<file path="src/rtl/sspPkg.sv">
package sspPkg;
  localparam int unsigned PcW     = 16;
  localparam int unsigned IdxW    = 6;
  localparam int unsigned SetW    = 4;
  localparam int unsigned TagW    = 5;
  localparam int unsigned Entries = 1 << IdxW;
  localparam int unsigned Sets    = 1 << SetW;

  typedef struct packed {
    logic            clear;
    logic            ssitWr;
    logic [SetW-1:0] ssitId;
    logic            lfstSet;
    logic [SetW-1:0] setId;
    logic            lfstRel;
    logic [SetW-1:0] relId;
  } sspStrobes_t;
endpackage

</file>
<file path="src/rtl/sspDatapath.sv">
module sspDatapath
  import sspPkg::*;
(
  input  logic              clk,
  input  logic              rstN,
  input  sspStrobes_t       strb,
  input  logic [IdxW-1:0]   fetchIdx,
  input  logic [TagW-1:0]   fetchTag,
  input  logic [IdxW-1:0]   issueIdx,
  input  logic [TagW-1:0]   issueTag,
  input  logic [IdxW-1:0]   ldIdx,
  input  logic [IdxW-1:0]   stIdx,
  output logic              fetchHit,
  output logic [SetW-1:0]   fetchId,
  output logic              fetchLive,
  output logic [TagW-1:0]   fetchLastTag,
  output logic              issHit,
  output logic [SetW-1:0]   issId,
  output logic              issTagMatch,
  output logic              ldHit,
  output logic [SetW-1:0]   ldId,
  output logic              stHit,
  output logic [SetW-1:0]   stId
);
  logic [Entries-1:0] ssitValid;
  logic [SetW-1:0]    ssitId [Entries];
  logic [Sets-1:0]    lfstValid;
  logic [TagW-1:0]    lfstTag [Sets];

  // Table reads, all combinational on the state before the edge
  always_comb begin
    fetchHit     = ssitValid[fetchIdx];
    fetchId      = ssitId[fetchIdx];
    fetchLive    = fetchHit && lfstValid[fetchId];
    fetchLastTag = lfstTag[fetchId];
    issHit       = ssitValid[issueIdx];
    issId        = ssitId[issueIdx];
    issTagMatch  = lfstValid[issId] && (lfstTag[issId] == issueTag);
    ldHit        = ssitValid[ldIdx];
    ldId         = ssitId[ldIdx];
    stHit        = ssitValid[stIdx];
    stId         = ssitId[stIdx];
  end

  // PC-indexed set table
  always_ff @(posedge clk) begin
    if (!rstN || strb.clear) begin
      ssitValid <= '0;
    end else if (strb.ssitWr) begin
      ssitValid[ldIdx] <= 1'b1;
      ssitValid[stIdx] <= 1'b1;
    end
  end

  always_ff @(posedge clk) begin
    if (rstN && !strb.clear && strb.ssitWr) begin
      ssitId[ldIdx] <= strb.ssitId;
      ssitId[stIdx] <= strb.ssitId;
    end
  end

  // Set-indexed youngest-store table
  always_ff @(posedge clk) begin
    if (!rstN || strb.clear) begin
      lfstValid <= '0;
    end else begin
      if (strb.lfstRel) lfstValid[strb.relId] <= 1'b0;
      if (strb.lfstSet) lfstValid[strb.setId] <= 1'b1;
    end
  end

  always_ff @(posedge clk) begin
    if (rstN && !strb.clear && strb.lfstSet) lfstTag[strb.setId] <= fetchTag;
  end

  assert_clear_empties_R1: assert property (@(posedge clk) disable iff (!rstN)
    strb.clear |=> (ssitValid == '0) && (lfstValid == '0));

  assert_violation_joins_R4: assert property (@(posedge clk) disable iff (!rstN)
    (strb.ssitWr && !strb.clear) |=>
      ssitValid[$past(ldIdx)] && ssitValid[$past(stIdx)] &&
      (ssitId[$past(ldIdx)] == ssitId[$past(stIdx)]));

  assert_store_recorded_R6: assert property (@(posedge clk) disable iff (!rstN)
    (strb.lfstSet && !strb.clear) |=>
      lfstValid[$past(strb.setId)] && (lfstTag[$past(strb.setId)] == $past(fetchTag)));

  assert_release_empties_R9: assert property (@(posedge clk) disable iff (!rstN)
    (strb.lfstRel && !strb.clear) |=> !lfstValid[$past(strb.relId)]);
endmodule

</file>
<file path="src/rtl/sspControl.sv">
module sspControl
  import sspPkg::*;
(
  input  logic            clk,
  input  logic            rstN,
  input  logic            clearAll,
  input  logic            fetchValid,
  input  logic            fetchIsStore,
  input  logic            fetchHit,
  input  logic [SetW-1:0] fetchId,
  input  logic            issueValid,
  input  logic            issHit,
  input  logic [SetW-1:0] issId,
  input  logic            issTagMatch,
  input  logic            violValid,
  input  logic            ldHit,
  input  logic [SetW-1:0] ldId,
  input  logic            stHit,
  input  logic [SetW-1:0] stId,
  output sspStrobes_t     strb
);
  logic [SetW-1:0] allocCnt;
  logic            allocStep;

  always_comb begin
    strb        = '0;
    allocStep   = 1'b0;
    strb.clear  = clearAll;
    strb.ssitWr = violValid && !clearAll;
    unique case ({ldHit, stHit})
      2'b00: begin
        strb.ssitId = allocCnt;
        allocStep   = strb.ssitWr;
      end
      2'b10:   strb.ssitId = ldId;
      2'b01:   strb.ssitId = stId;
      default: strb.ssitId = (ldId < stId) ? ldId : stId;
    endcase
    strb.lfstSet = fetchValid && fetchIsStore && fetchHit && !clearAll;
    strb.setId   = fetchId;
    strb.lfstRel = issueValid && issHit && issTagMatch && !clearAll &&
                   !(strb.lfstSet && (fetchId == issId));
    strb.relId   = issId;
  end

  always_ff @(posedge clk) begin
    if (!rstN || clearAll) allocCnt <= '0;
    else if (allocStep)    allocCnt <= allocCnt + 1'b1;
  end

  assert_fresh_set_R3: assert property (@(posedge clk) disable iff (!rstN)
    (violValid && !ldHit && !stHit && !clearAll) |=> allocCnt == $past(allocCnt) + 1'b1);

  assert_merge_smaller_R5: assert property (@(posedge clk) disable iff (!rstN)
    (violValid && ldHit && stHit) |->
      (strb.ssitId <= ldId) && (strb.ssitId <= stId) &&
      ((strb.ssitId == ldId) || (strb.ssitId == stId)));

  assert_fetch_wins_R10: assert property (@(posedge clk) disable iff (!rstN)
    (strb.lfstSet && strb.lfstRel) |-> (strb.setId != strb.relId));
endmodule

</file>
<file path="src/rtl/storeSetPredictor.sv">
module storeSetPredictor
  import sspPkg::*;
(
  input  logic            clk,
  input  logic            rstN,
  input  logic            clearAll,
  input  logic            fetchValid,
  input  logic            fetchIsStore,
  input  logic [PcW-1:0]  fetchPc,
  input  logic [TagW-1:0] fetchTag,
  output logic            depValid,
  output logic [TagW-1:0] depTag,
  input  logic            issueValid,
  input  logic [PcW-1:0]  issuePc,
  input  logic [TagW-1:0] issueTag,
  input  logic            violValid,
  input  logic [PcW-1:0]  violLoadPc,
  input  logic [PcW-1:0]  violStorePc
);
  sspStrobes_t     strb;
  logic            fetchHit, fetchLive, issHit, issTagMatch, ldHit, stHit;
  logic [SetW-1:0] fetchId, issId, ldId, stId;
  logic [TagW-1:0] fetchLastTag;
  logic            unusedPcBits;

  assign unusedPcBits = ^{fetchPc[PcW-1:IdxW], issuePc[PcW-1:IdxW],
                          violLoadPc[PcW-1:IdxW], violStorePc[PcW-1:IdxW]};

  sspDatapath u_data (
    .clk, .rstN, .strb,
    .fetchIdx(fetchPc[IdxW-1:0]), .fetchTag,
    .issueIdx(issuePc[IdxW-1:0]), .issueTag,
    .ldIdx(violLoadPc[IdxW-1:0]), .stIdx(violStorePc[IdxW-1:0]),
    .fetchHit, .fetchId, .fetchLive, .fetchLastTag,
    .issHit, .issId, .issTagMatch,
    .ldHit, .ldId, .stHit, .stId
  );

  sspControl u_ctrl (
    .clk, .rstN, .clearAll,
    .fetchValid, .fetchIsStore, .fetchHit, .fetchId,
    .issueValid, .issHit, .issId, .issTagMatch,
    .violValid, .ldHit, .ldId, .stHit, .stId,
    .strb
  );

  assign depValid = fetchValid && fetchLive;
  assign depTag   = fetchLastTag;

  assert_dep_needs_fetch_R7: assert property (@(posedge clk) disable iff (!rstN)
    depValid |-> fetchValid);
endmodule

</file>
<file path="config.mk">
export PLATFORM = sky130hd
export DESIGN_NAME = storeSetPredictor
export DESIGN_NICKNAME = d
export VERILOG_FILES = /design/src/rtl/sspPkg.sv /design/src/rtl/sspDatapath.sv /design/src/rtl/sspControl.sv /design/src/rtl/storeSetPredictor.sv
export SDC_FILE = /design/constraint.sdc
export NUM_CORES = 1
export LEC_CHECK = 0
export ABC_AREA = 0
export BUFFER_PORTS_ARGS = -buffer_cell sky130_fd_sc_hd__buf_4
export CORE_MARGIN = 3
export CORE_UTILIZATION = 30
export DETAILED_ROUTE_END_ITERATION = 12
export PLACE_DENSITY_LB_ADDON = 0.05
export SLEW_MARGIN = 10
export SYNTH_ARGS = -nofsm -noshare
export SYNTH_HDL_FRONTEND = slang
export SYNTH_SLANG_ARGS = --single-unit
export TNS_END_PERCENT = 30
</file>
<file path="constraint.sdc">
create_clock -name clk -period 7.7 [get_ports clk]
set_input_delay 1.54 -clock clk [delete_from_list [all_inputs] [get_ports clk]]
set_output_delay 1.54 -clock clk [all_outputs]
set_load 0.005 [all_outputs]
</file>
* After elaboration in Yosys (flattened, before gate mapping)
Memory sizes are Yosys's and may differ from the RTL's.
Cells that the tools add are included.
W data, S select, Z words.
** Operators by class
- $lt $le $gt $ge :: 11
- Shift-type cells :: 0
- Bitwise gates (word level) :: 5
- Reductions and logical operators :: 24
- Div/mod/pow operators :: 0
- Equal/unequal tests :: 4
- $mul :: 0
- $add $sub $neg :: 1
- Multiplexer cells :: 30
** Operator list (count)
- $or A64 B64 Y64 :: 2
- $mux W16 :: 3
- $lt A6 B7 Y1 const B :: 4
- $bmux W1 S6 :: 4
- $logic_and A1 B1 Y1 :: 19
- $and A16 B16 Y16 :: 1
- $not A16 Y16 :: 1
- $or A16 B16 Y16 :: 1
- $mux W1 :: 15
- $demux W1 S6 :: 2
- $ge A6 B1 Y1 const B :: 2
- $pmux W4 S3 :: 1
- $lt A4 B5 Y1 const B :: 2
- $bmux W1 S4 :: 2
- $demux W1 S4 :: 2
- $ge A4 B1 Y1 const B :: 2
- $eq A5 B5 Y1 :: 1
- $add A4 B1 Y4 const B :: 1
- $eq A4 B4 Y1 :: 1
- $lt A4 B4 Y1 :: 1
- $mux W4 :: 1
- $logic_not A1 Y1 :: 3
- $eq A2 B1 Y1 const B :: 1
- $eq A2 B2 Y1 const B :: 1
- other kinds (2) :: 2
** Word-level totals
- Latch bits :: 0
- ROM bits :: 0
- Memories kept :: 2
- RAM bits :: 336
- Register bits :: 84
- Word-level logic and storage cells :: 80
- Input port bits :: 81
** Memories
- u_data.ssitId :: words 64, width 4, rd ports 4, clocked after Yosys merged registers in 0, wr ports 2, RTL line sspDatapath.sv:26 : logic [SetW-1:0] ssitId [Entries];
- u_data.lfstTag :: words 16, width 5, rd ports 2, clocked after Yosys merged registers in 0, wr ports 1, RTL line sspDatapath.sv:28 : logic [TagW-1:0] lfstTag [Sets];

* Longest topological paths before layout
Gate-level depths: netlist of run 1.
- Depth in word-level cells :: 11
- Depth in mapped cells :: 22
- Depth with buffers taken out :: 15

* Cells and area by module
Synthesis of run 1 repeated with hierarchy kept, for this count alone.
** Second synthesis, totals
- Cells, all modules :: 1830
- Area total of the unflattened synthesis :: 24648.6 um^2
** Modules (own cells, without submodules)
- sspDatapath :: times used 1, sequential area each 11691.2 um^2, cells an instance 1752, area each 24059.3 um^2
- sspControl :: times used 1, sequential area each 80.1 um^2, cells an instance 77, area each 583.1 um^2
- storeSetPredictor :: times used 1, sequential area each 0.0 um^2, cells an instance 1, area each 6.3 um^2

* Worst setup path before layout of run 1
Ideal clock, no wire load.
- Path kind :: input to register
- Start point :: input port violLoadPc[2]
- End point :: memory u_data.ssitId[0][0] (data pin)
- Library setup time :: 0.702 ns
- Slack :: -0.280 ns
- Stages on the path :: 17
- Path buffers :: 6
- Arrival :: 7.279 ns
- Data required time :: 6.998 ns
- Cells stage by stage :: clkbuf_1 clkbuf_1 nor3b_1 clkbuf_1 clkbuf_1 clkbuf_1 buf_1 a22oi_1 nand4_1 a21oi_1 nand3_1 ha_1 a21o_1 a31oi_1 nor2b_1 or2_2 o21ai_0
** RTL lines
- start: declaration :: RTL line storeSetPredictor.sv:17 : input logic [PcW-1:0] violLoadPc,
- end: declaration :: RTL line sspDatapath.sv:26

* Worst setup path after layout of run 1
- Start point :: input port fetchPc[2]
- End point :: output port depTag[4]
** On the way
- Word-level cells in the longest chain between the ends :: 2
** RTL lines
- start: declaration :: RTL line storeSetPredictor.sv:9 : input logic [PcW-1:0] fetchPc,
- $mem_v2 Z64 W4
- $mem_v2 Z16 W5
- end: declaration :: RTL line storeSetPredictor.sv:12 : output logic [TagW-1:0] depTag,
No other way between the ends.

==> results of run 1 <==
## critical path, delay by kind of cell
family | cells | cell delay [ns]
buf+inv | 5 | 1.59
compound gates | 3 | 0.61
simple gates | 3 | 0.50
mux | 3 | 1.13
## area by class of cell
class / count / area [µm²]
Antenna cell: 2 / 5.00
Clock buffer: 68 / 1460
Clock inverter: 30 / 240
Fill cell: 8097 / 54700
Inverter: 16 / 60.1
Multi-Input combinational cell: 1363 / 12800
Sequential cell: 420 / 11800
Tap cell: 1134 / 1420
Timing Repair Buffer: 145 / 1230
## power by group through the flow
stage | clock (mW) | sequential [mW] | combinational [mW]
2_1_floorplan | 0 | 2.49 | 0.482
5_1_grt | 2.60 | 2.45 | 0.873
3_3_place_gp | 0 | 2.50 | 0.827
3_5_place_dp | 0 | 2.50 | 0.830
4_1_cts | 2.51 | 2.45 | 0.832
6_report | 2.45 | 2.45 | 0.837
## Yosys cell counts, types with 5 or more instances
cell type | number | area [µm²]
sky130_fd_sc_hd__nor2_1 | 139 | 522
sky130_fd_sc_hd__a211oi_1 | 21 | 158
sky130_fd_sc_hd__buf_12 | 5 | 100
sky130_fd_sc_hd__buf_2 | 17 | 85.1
sky130_fd_sc_hd__mux2_2 | 51 | 574
sky130_fd_sc_hd__nor2b_1 | 20 | 125
sky130_fd_sc_hd__nand3_1 | 26 | 130
sky130_fd_sc_hd__a22o_1 | 33 | 289
sky130_fd_sc_hd__a31o_1 | 9 | 78.8
sky130_fd_sc_hd__and3_1 | 9 | 56.3
sky130_fd_sc_hd__a2111oi_0 | 9 | 78.8
sky130_fd_sc_hd__a21oi_1 | 49 | 245
sky130_fd_sc_hd__and2_1 | 5 | 31.3
sky130_fd_sc_hd__a22oi_1 | 341 | 2560
sky130_fd_sc_hd__a311oi_1 | 7 | 61.3
sky130_fd_sc_hd__inv_1 | 13 | 48.8
sky130_fd_sc_hd__and3b_1 | 8 | 70.1
sky130_fd_sc_hd__xor2_1 | 8 | 70.1
sky130_fd_sc_hd__edfxtp_1 | 336 | 10100
sky130_fd_sc_hd__mux4_2 | 164 | 3690
sky130_fd_sc_hd__buf_1 | 32 | 120
sky130_fd_sc_hd__o21ai_0 | 18 | 90.1
sky130_fd_sc_hd__or4_1 | 15 | 113
sky130_fd_sc_hd__o22ai_1 | 6 | 37.5
sky130_fd_sc_hd__a31o_2 | 5 | 43.8
sky130_fd_sc_hd__dfxtp_1 | 84 | 1680
sky130_fd_sc_hd__a31oi_1 | 6 | 37.5
sky130_fd_sc_hd__nor3_1 | 11 | 55.1
sky130_fd_sc_hd__mux4_1 | 21 | 552
sky130_fd_sc_hd__nor3b_1 | 16 | 120
sky130_fd_sc_hd__a21o_1 | 65 | 488
sky130_fd_sc_hd__nand2b_1 | 15 | 93.8
sky130_fd_sc_hd__nand2_1 | 47 | 176
sky130_fd_sc_hd__a221oi_1 | 18 | 158
sky130_fd_sc_hd__nand3b_1 | 5 | 37.5
sky130_fd_sc_hd__mux2i_1 | 96 | 961
sky130_fd_sc_hd__clkbuf_1 | 128 | 480
sky130_fd_sc_hd__buf_4 | 7 | 52.6
sky130_fd_sc_hd__nand4_1 | 55 | 344
## per-layer routing
metal / vias up / GRT usage [%] / share of wire [%]
met5: - / 0 / 0.0069
met4: 2 / 7.88 / 3.5
met3: 236 / 3.87 / 8.0
met2: 1308 / 41.0 / 46
met1: 10700 / 35.8 / 42
li1: 8383 / - / -
## flip-flops by register name, indices dropped and copies added (netlist names)
register	count
u_ctrl.allocCnt	4
u_data.ssitId	256
u_data.ssitValid	64
u_data.lfstValid	16
u_data.lfstTag	80
## worst max path at each step
stage,from,endpoint,slack (ns),cells after the start
3_3_place_gp,fetchPc[2],depValid,0.70,14
5_1_grt,fetchPc[0],depTag[2],0.59,14
2_1_floorplan,violLoadPc[2],u_data.ssitId[0][3]$_DFFE_PP_,-0.21,16
3_5_place_dp,fetchPc[2],depValid,0.74,14
4_1_cts,fetchPc[2],depValid,0.74,14
6_report,fetchPc[2],depTag[4],0.71,14
## metrics by stage
| step | utilization (%) | setup TNS, ns | worst slack (ns) | hold slack, ns | area, µm² |
|---|---|---|---|---|---|
| 2_1_floorplan | - | -13.54 | -0.212 | 0.458 | 25400 |
| 3_3_place_gp | 32.6 | 0 | 0.700 | 0.477 | 27300 |
| 3_5_place_dp | 32.6 | 0 | 0.737 | 0.485 | 27300 |
| 4_1_cts | 34.6 | 0 | 0.743 | 0.495 | 29000 |
| 5_1_grt | 34.6 | 0 | 0.589 | 0.514 | 29000 |
| 6_report | 34.6 | 0 | 0.711 | 0.488 | 29000 |
## cell families (layout without fill, tap and decap cells)
| group | after synthesis | count (layout) |
|---|---|---|
| AOI/OAI and AO/OA | 623 | 623 |
| xor gates and xnor gates | 10 | 10 |
| adders and majority gates | 4 | 4 |
| buffers and inverters | 213 | 259 |
| DFF | 420 | 420 |
| muxes | 333 | 333 |
| other | 0 | 2 |
| and+or+nand+nor | 393 | 393 |
==> flow_summary_export.csv, run 1 <==
group,metric,value,unit
status,outcome,"complete, no violations",
grt,grt_util_all_layers,25.6,%
cts,clkSlewWorstSetupHoldPaths,0.06,ns
setup_path,timing.critical_path.slowest_stage_cell,"sky130_fd_sc_hd__mux4_2",
power_and_ir_drop,power.switching,1.60,mW
finish,fin_cells,3178,
run,max_cap_viol_count,0,
grt,gr-total-overflow,0,
floorplan,design.die.area,88100,µm²
worst_hold_path,whs_path_depth,2,
setup_path,critPathLaunchType,"input pin",
cts,clock_tree.htree_level_count,2,
cts,cts_tree,"built",
drt,totalWireLength,116000,µm
finish,layout.cells.most_common_list,"sky130_fd_sc_hd__a22oi_1 (341), sky130_fd_sc_hd__edfxtp_1 (336), sky130_fd_sc_hd__mux4_2 (164)",
power_and_ir_drop,power.density,198,nW/µm²
logic_synthesis,synth_top_family_by_area,"multiplexers",
floorplan,initial_utilization,30.3,%
sta,tightest_slew,1.25,ns
drt,wl_per_cell,36.6,µm
sta,total_count_of_hold_check_failures_in_the_final_report,0,
drt,drc_errors,0,
setup_path,endpoint_kind_of_the_worst_setup_timing_path,"primary output",
logic_synthesis,syn_area,25400,µm²
placed_design,portBuffers,46,
logic_synthesis,synth-edff-count,336,
power_and_ir_drop,design_power,5.74,mW
grt,antenna_found_initial,3,
logic_synthesis,yosys.area_share.adder,0.197,%
drt,drtAntennaViolNets,0,
logic_synthesis,net_count_synth,2081,
logic_synthesis,synthSimpleGateAreaFrac,8.07,%
sta,skew,0.0313,ns
sta,timing.final.setup_violations,0,
sta,grt_setup_unrepaired,"no",
drt,drt-initial-drc-count,2966,
floorplan,design.portCount,87,
setup_path,critical_path.max_fanout,34,
setup_path,crit_path_max_incr_delay,0.56,ns
grt,first_global_vias,19900,
setup_path,timing.reg2reg.worst_path_depth,13,
sta,slew_headroom,16.1,%
placed_design,gp_routability_congestion,0.902,
logic_synthesis,synth.lib_cells_used.distinct,74,
sta,finalCritPeriodShare,90.8,%
finish,final_common_cell,"sky130_fd_sc_hd__a22oi_1",
cts,clock_insertion_delay_worst_skew,0.63,ns
cts,cts_inserted_buffers,52,
worst_hold_path,worst_hold_path.endpoint,"u_ctrl.allocCnt[3]$_SDFFE_PP0P_",
setup_path,worst_path_most_repeated_cell,"sky130_fd_sc_hd__buf_4",
logic_synthesis,syn-instance-count,1996,
worst_hold_path,hold_path.class,"reg -> reg",
power_and_ir_drop,p_leak,9.85,nW
floorplan,die_width,297,µm
logic_synthesis,muxShareOfSynthArea,22.9,%
finish,finalNetCount,2083,
cts,post_cts_hold_buffer_count,0,
drt,routed-via-count,20600,
power_and_ir_drop,power_report.internal_total,4.14,mW
logic_synthesis,synth-xor-area-share,0.345,%
logic_synthesis,avgSynthCellArea,12.7,µm²
logic_synthesis,sequential_to_total_area_share_from_yosys_stat,46.4,%
sta,final_max_slew_viol_count,0,
setup_path,timing.critical_path.cells,"buf_4 -> buf_4 -> mux4_2 -> mux4_2 -> nand2_1 -> nand3_4 -> buf_4 -> buf_4 -> mux2_2 -> nor2_1 -> a211oi_1 -> a21oi_1 -> a21oi_1 -> buf_4",
worst_hold_path,hold_start,"u_ctrl.allocCnt[3]$_SDFFE_PP0P_",
setup_path,r2r_end,"u_data.lfstValid[3]$_SDFF_PP0_",
logic_synthesis,asyncSetResetFlopFracSynth,0,%
setup_path,critical_path_class,"in -> out",
cts,cts_num_sinks,420,
floorplan,die_y,297,µm
logic_synthesis,synth_warnings,0,
power_and_ir_drop,power.combinational.fraction,14.6,%
sta,min_period,6.99,ns
logic_synthesis,synth-main-ff-cell,"sky130_fd_sc_hd__edfxtp_1",
finish,area_delta_synth_final,14.1,%
power_and_ir_drop,peakVddDrop,157,µV
logic_synthesis,synth_compound_area_share,18.3,%
power_and_ir_drop,proportion_of_total_power_due_to_net_switching,27.9,%
floorplan,number_of_cell_rows,106,
setup_path,rrSetupSlack,2.88,ns
placed_design,hpwlAfterDp,79000,µm
setup_path,worst_ep_arrival_time,5.45,ns
drt,drt-pass1-iter-count,6,
power_and_ir_drop,seq_power_share,42.7,%
cts,clk_root_buffer_cell,"sky130_fd_sc_hd__clkbuf_16",
floorplan,fp.coreArea,83700,µm²
placed_design,placed_cell_count,3078,
cts,post-cts-setup-buffers,0,
grt,grt_start_max_net_pins,65,
setup_path,worst_r2r_startpoint,"u_data.ssitId[32][2]$_DFFE_PP_",
sta,max_freq,143,MHz
grt,grt_first_pass_wirelength,162000,µm
logic_synthesis,synth_seq_cells,420,
cts,cts_resized,0,
cts,max-clock-path-buffers,3,
drt,vias_per_cell,6.49,
power_and_ir_drop,clock_power_share,42.8,%
finish,drive_gt1_share,23.4,%
setup_path,worstPathRequired,6.16,ns
Power figures use the tool's default switching activity.
==> run 2: changes to the inputs <==
--- a/config.mk
+++ b/config.mk
@@ -7,7 +7,6 @@
 export LEC_CHECK = 0
 export ABC_AREA = 0
 export BUFFER_PORTS_ARGS = -buffer_cell sky130_fd_sc_hd__buf_4
-export CORE_MARGIN = 3
 export CORE_UTILIZATION = 30
 export DETAILED_ROUTE_END_ITERATION = 12
 export PLACE_DENSITY_LB_ADDON = 0.05
==> run 2 against run 1 <==
  * Critical endpoint is now depTag[1]
  * Sequential share of layout area shrank 0.19 points
  * Register-to-register slack worse by 0.13 ns
  * Clock-buffer cell count grew 5
  * Worst hold slack better by 0.014 ns
  * Global-route usage rose by 1.2 points
  * Critical path depth shrank 2
  * Sequential power barely moved
  * Die area decreased by 2.7%
==> flow_summary_export.csv, run 2 (same netlist as run 1, synthesis figures left out) <==
group,metric,value,unit
setup_path,endpoint_kind_of_the_worst_setup_timing_path,"primary output",
cts,cts_resized,0,
floorplan,die_width,293,µm
setup_path,critPathLaunch,"fetchPc[2]",
grt,grt_first_pass_wirelength,162000,µm
setup_path,worstPathRequired,6.16,ns
cts,post_cts_hold_buffer_count,0,
floorplan,fp.coreArea,83700,µm²
sta,final_max_slew_viol_count,0,
sta,min_period,7.14,ns
drt,drc_errors,0,
setup_path,critical_path.max_fanout,35,
worst_hold_path,hold_start,"u_ctrl.allocCnt[3]$_SDFFE_PP0P_",
placed_design,placed_cell_area,27300,µm²
cts,clock_insertion_delay_worst_skew,0.65,ns
cts,cts_num_sinks,420,
grt,grt_start_max_net_pins,65,
cts,clkSlewWorstSetupHoldPaths,0.06,ns
status,outcome,"complete, no violations",
drt,drt-pass1-iter-count,6,
drt,wl_per_cell,36.7,µm
setup_path,critical_path_class,"in -> out",
grt,antenna_found_initial,6,
drt,route.met3.wl,9160,µm
drt,vias_per_cell,6.47,
sta,slew_headroom,10.8,%
floorplan,design.portCount,87,
finish,max_flop_register,"u_data.ssitId",
power_and_ir_drop,peakVddDrop,153,µV
power_and_ir_drop,design_power,5.82,mW
placed_design,portBuffers,46,
sta,grt_setup_unrepaired,"no",
drt,drtAntennaViolNets,0,
placed_design,gp_routability_congestion,0.901,
grt,gr-total-overflow,0,
finish,finalNetCount,2088,
finish,drive_gt1_share,23.6,%
power_and_ir_drop,power.density,200,nW/µm²
cts,clock_tree.htree_level_count,2,
run,max_cap_viol_count,0,
floorplan,design.die.area,85800,µm²
finish,area_delta_synth_final,14.7,%
finish,max_ffs_per_register,256,
grt,first_global_vias,19700,
finish,final_common_cell,"sky130_fd_sc_hd__a22oi_1",
drt,routed-via-count,20600,
placed_design,hpwlAfterDp,79500,µm
floorplan,initial_utilization,30.3,%
finish,layout.cells.most_common_list,"sky130_fd_sc_hd__a22oi_1 (341), sky130_fd_sc_hd__edfxtp_1 (336), sky130_fd_sc_hd__mux4_2 (164)",
sta,tightest_slew,1.33,ns
finish,layout.cell_area.non_filler,29100,µm²
drt,dr_wl_met2,54300,µm
grt,grt_util_all_layers,26.8,%
cts,clk_root_buffer_cell,"sky130_fd_sc_hd__clkbuf_16",
sta,skew,0.0454,ns
sta,timing.final.setup_violations,0,
finish,final_core_util,34.8,%
drt,top_layer,"met5",
drt,totalWireLength,117000,µm
cts,post-cts-setup-buffers,0,
setup_path,worst_r2r_startpoint,"u_data.ssitId[59][1]$_DFFE_PP_",
floorplan,die_y,293,µm
sta,finalCritPeriodShare,92.7,%
cts,max-clock-path-buffers,3,
drt,drt-met1-wl,49700,µm
sta,max_freq,140,MHz
drt,drt-initial-drc-count,2923,
power_and_ir_drop,p_leak,9.92,nW
cts,cts_inserted_buffers,52,
sta,tns,0,ns
floorplan,number_of_cell_rows,106,
finish,layout_top_registers,"u_data.ssitId (256), u_data.lfstTag (80), u_data.ssitValid (64)",
worst_hold_path,hold_path.class,"reg -> reg",
setup_path,critPathLaunchType,"input pin",
cts,cts_tree,"built",
setup_path,worst_ep_arrival_time,5.60,ns
sta,total_count_of_hold_check_failures_in_the_final_report,0,
==> run 2: cell types whose count changed in the layout (fill, tap and decap cells not counted), sizes merged <==
cell / before / now
bufinv: 2 / 4
clkinvlp: 2 / 1
clkbuf: 68 / 73
buf: 145 / 150
inv: 16 / 17
clkinv: 26 / 19
==> run 2: final timing paths <==
path | endpoint | slack (ns) | cells after the start
setup reg to reg | u_data.lfstValid[1]$_SDFF_PP0_ | 2.75 | 14
hold / removal | u_ctrl.allocCnt[3]$_SDFFE_PP0P_ | 0.50 | 2
setup / recovery | depTag[1] | 0.56 | 12
hold reg to reg | u_ctrl.allocCnt[3]$_SDFFE_PP0P_ | 0.50 | 2
==> run 2: metrics by stage <==
step / worst slack (ns) / cells / hold WS (ns)
finish: 0.560 / 3183 / 0.502
global route: 0.483 / 3181 / 0.528
CTS: 0.536 / 3181 / 0.502
detailed placement: 0.545 / 3083 / 0.490
global placement: 0.588 / 3083 / 0.475
floorplan: -0.212 / 1996 / 0.458
==> run 2: routing by layer <==
metal / GRT usage (%) / up-vias
li1: - / 8390
met1: 36.8 / 10800
met2: 42.9 / 1241
met3: 4.59 / 202
met4: 8.26 / 2
met5: 0 / -
==> run 2: critical path: stages <==
cell and delay, ns:
sky130_fd_sc_hd__buf_4 0.58, sky130_fd_sc_hd__mux4_2 0.44, sky130_fd_sc_hd__mux4_2 0.55, sky130_fd_sc_hd__a22oi_1 0.21, sky130_fd_sc_hd__buf_4 0.19, sky130_fd_sc_hd__nand3_4 0.40, sky130_fd_sc_hd__mux2_2 0.44, sky130_fd_sc_hd__nor2_1 0.09
sky130_fd_sc_hd__a211oi_1 0.07, sky130_fd_sc_hd__a211oi_1 0.65, sky130_fd_sc_hd__a21oi_1 0.16, sky130_fd_sc_hd__buf_4 0.19
==> run 2: where the power goes <==
part | switching (mW) | internal [mW] | total, mW | leakage, nW
clock | 1.05 | 1.48 | 2.53 | 0.861
sequential | 0.00700 | 2.44 | 2.45 | 3.76
combinational | 0.546 | 0.296 | 0.842 | 5.30
total | 1.60 | 4.22 | 5.82 | 9.92
==> run 2: cell type report <==
cell class	count	area, µm²
Clock inverter	25	283
Inverter	16	60.1
Antenna cell	2	5.00
Clock buffer	73	1470
Sequential cell	420	11800
Fill cell	8176	54600
Tap cell	1134	1420
Timing Repair Buffer	150	1310
Multi-Input combinational cell	1363	12800
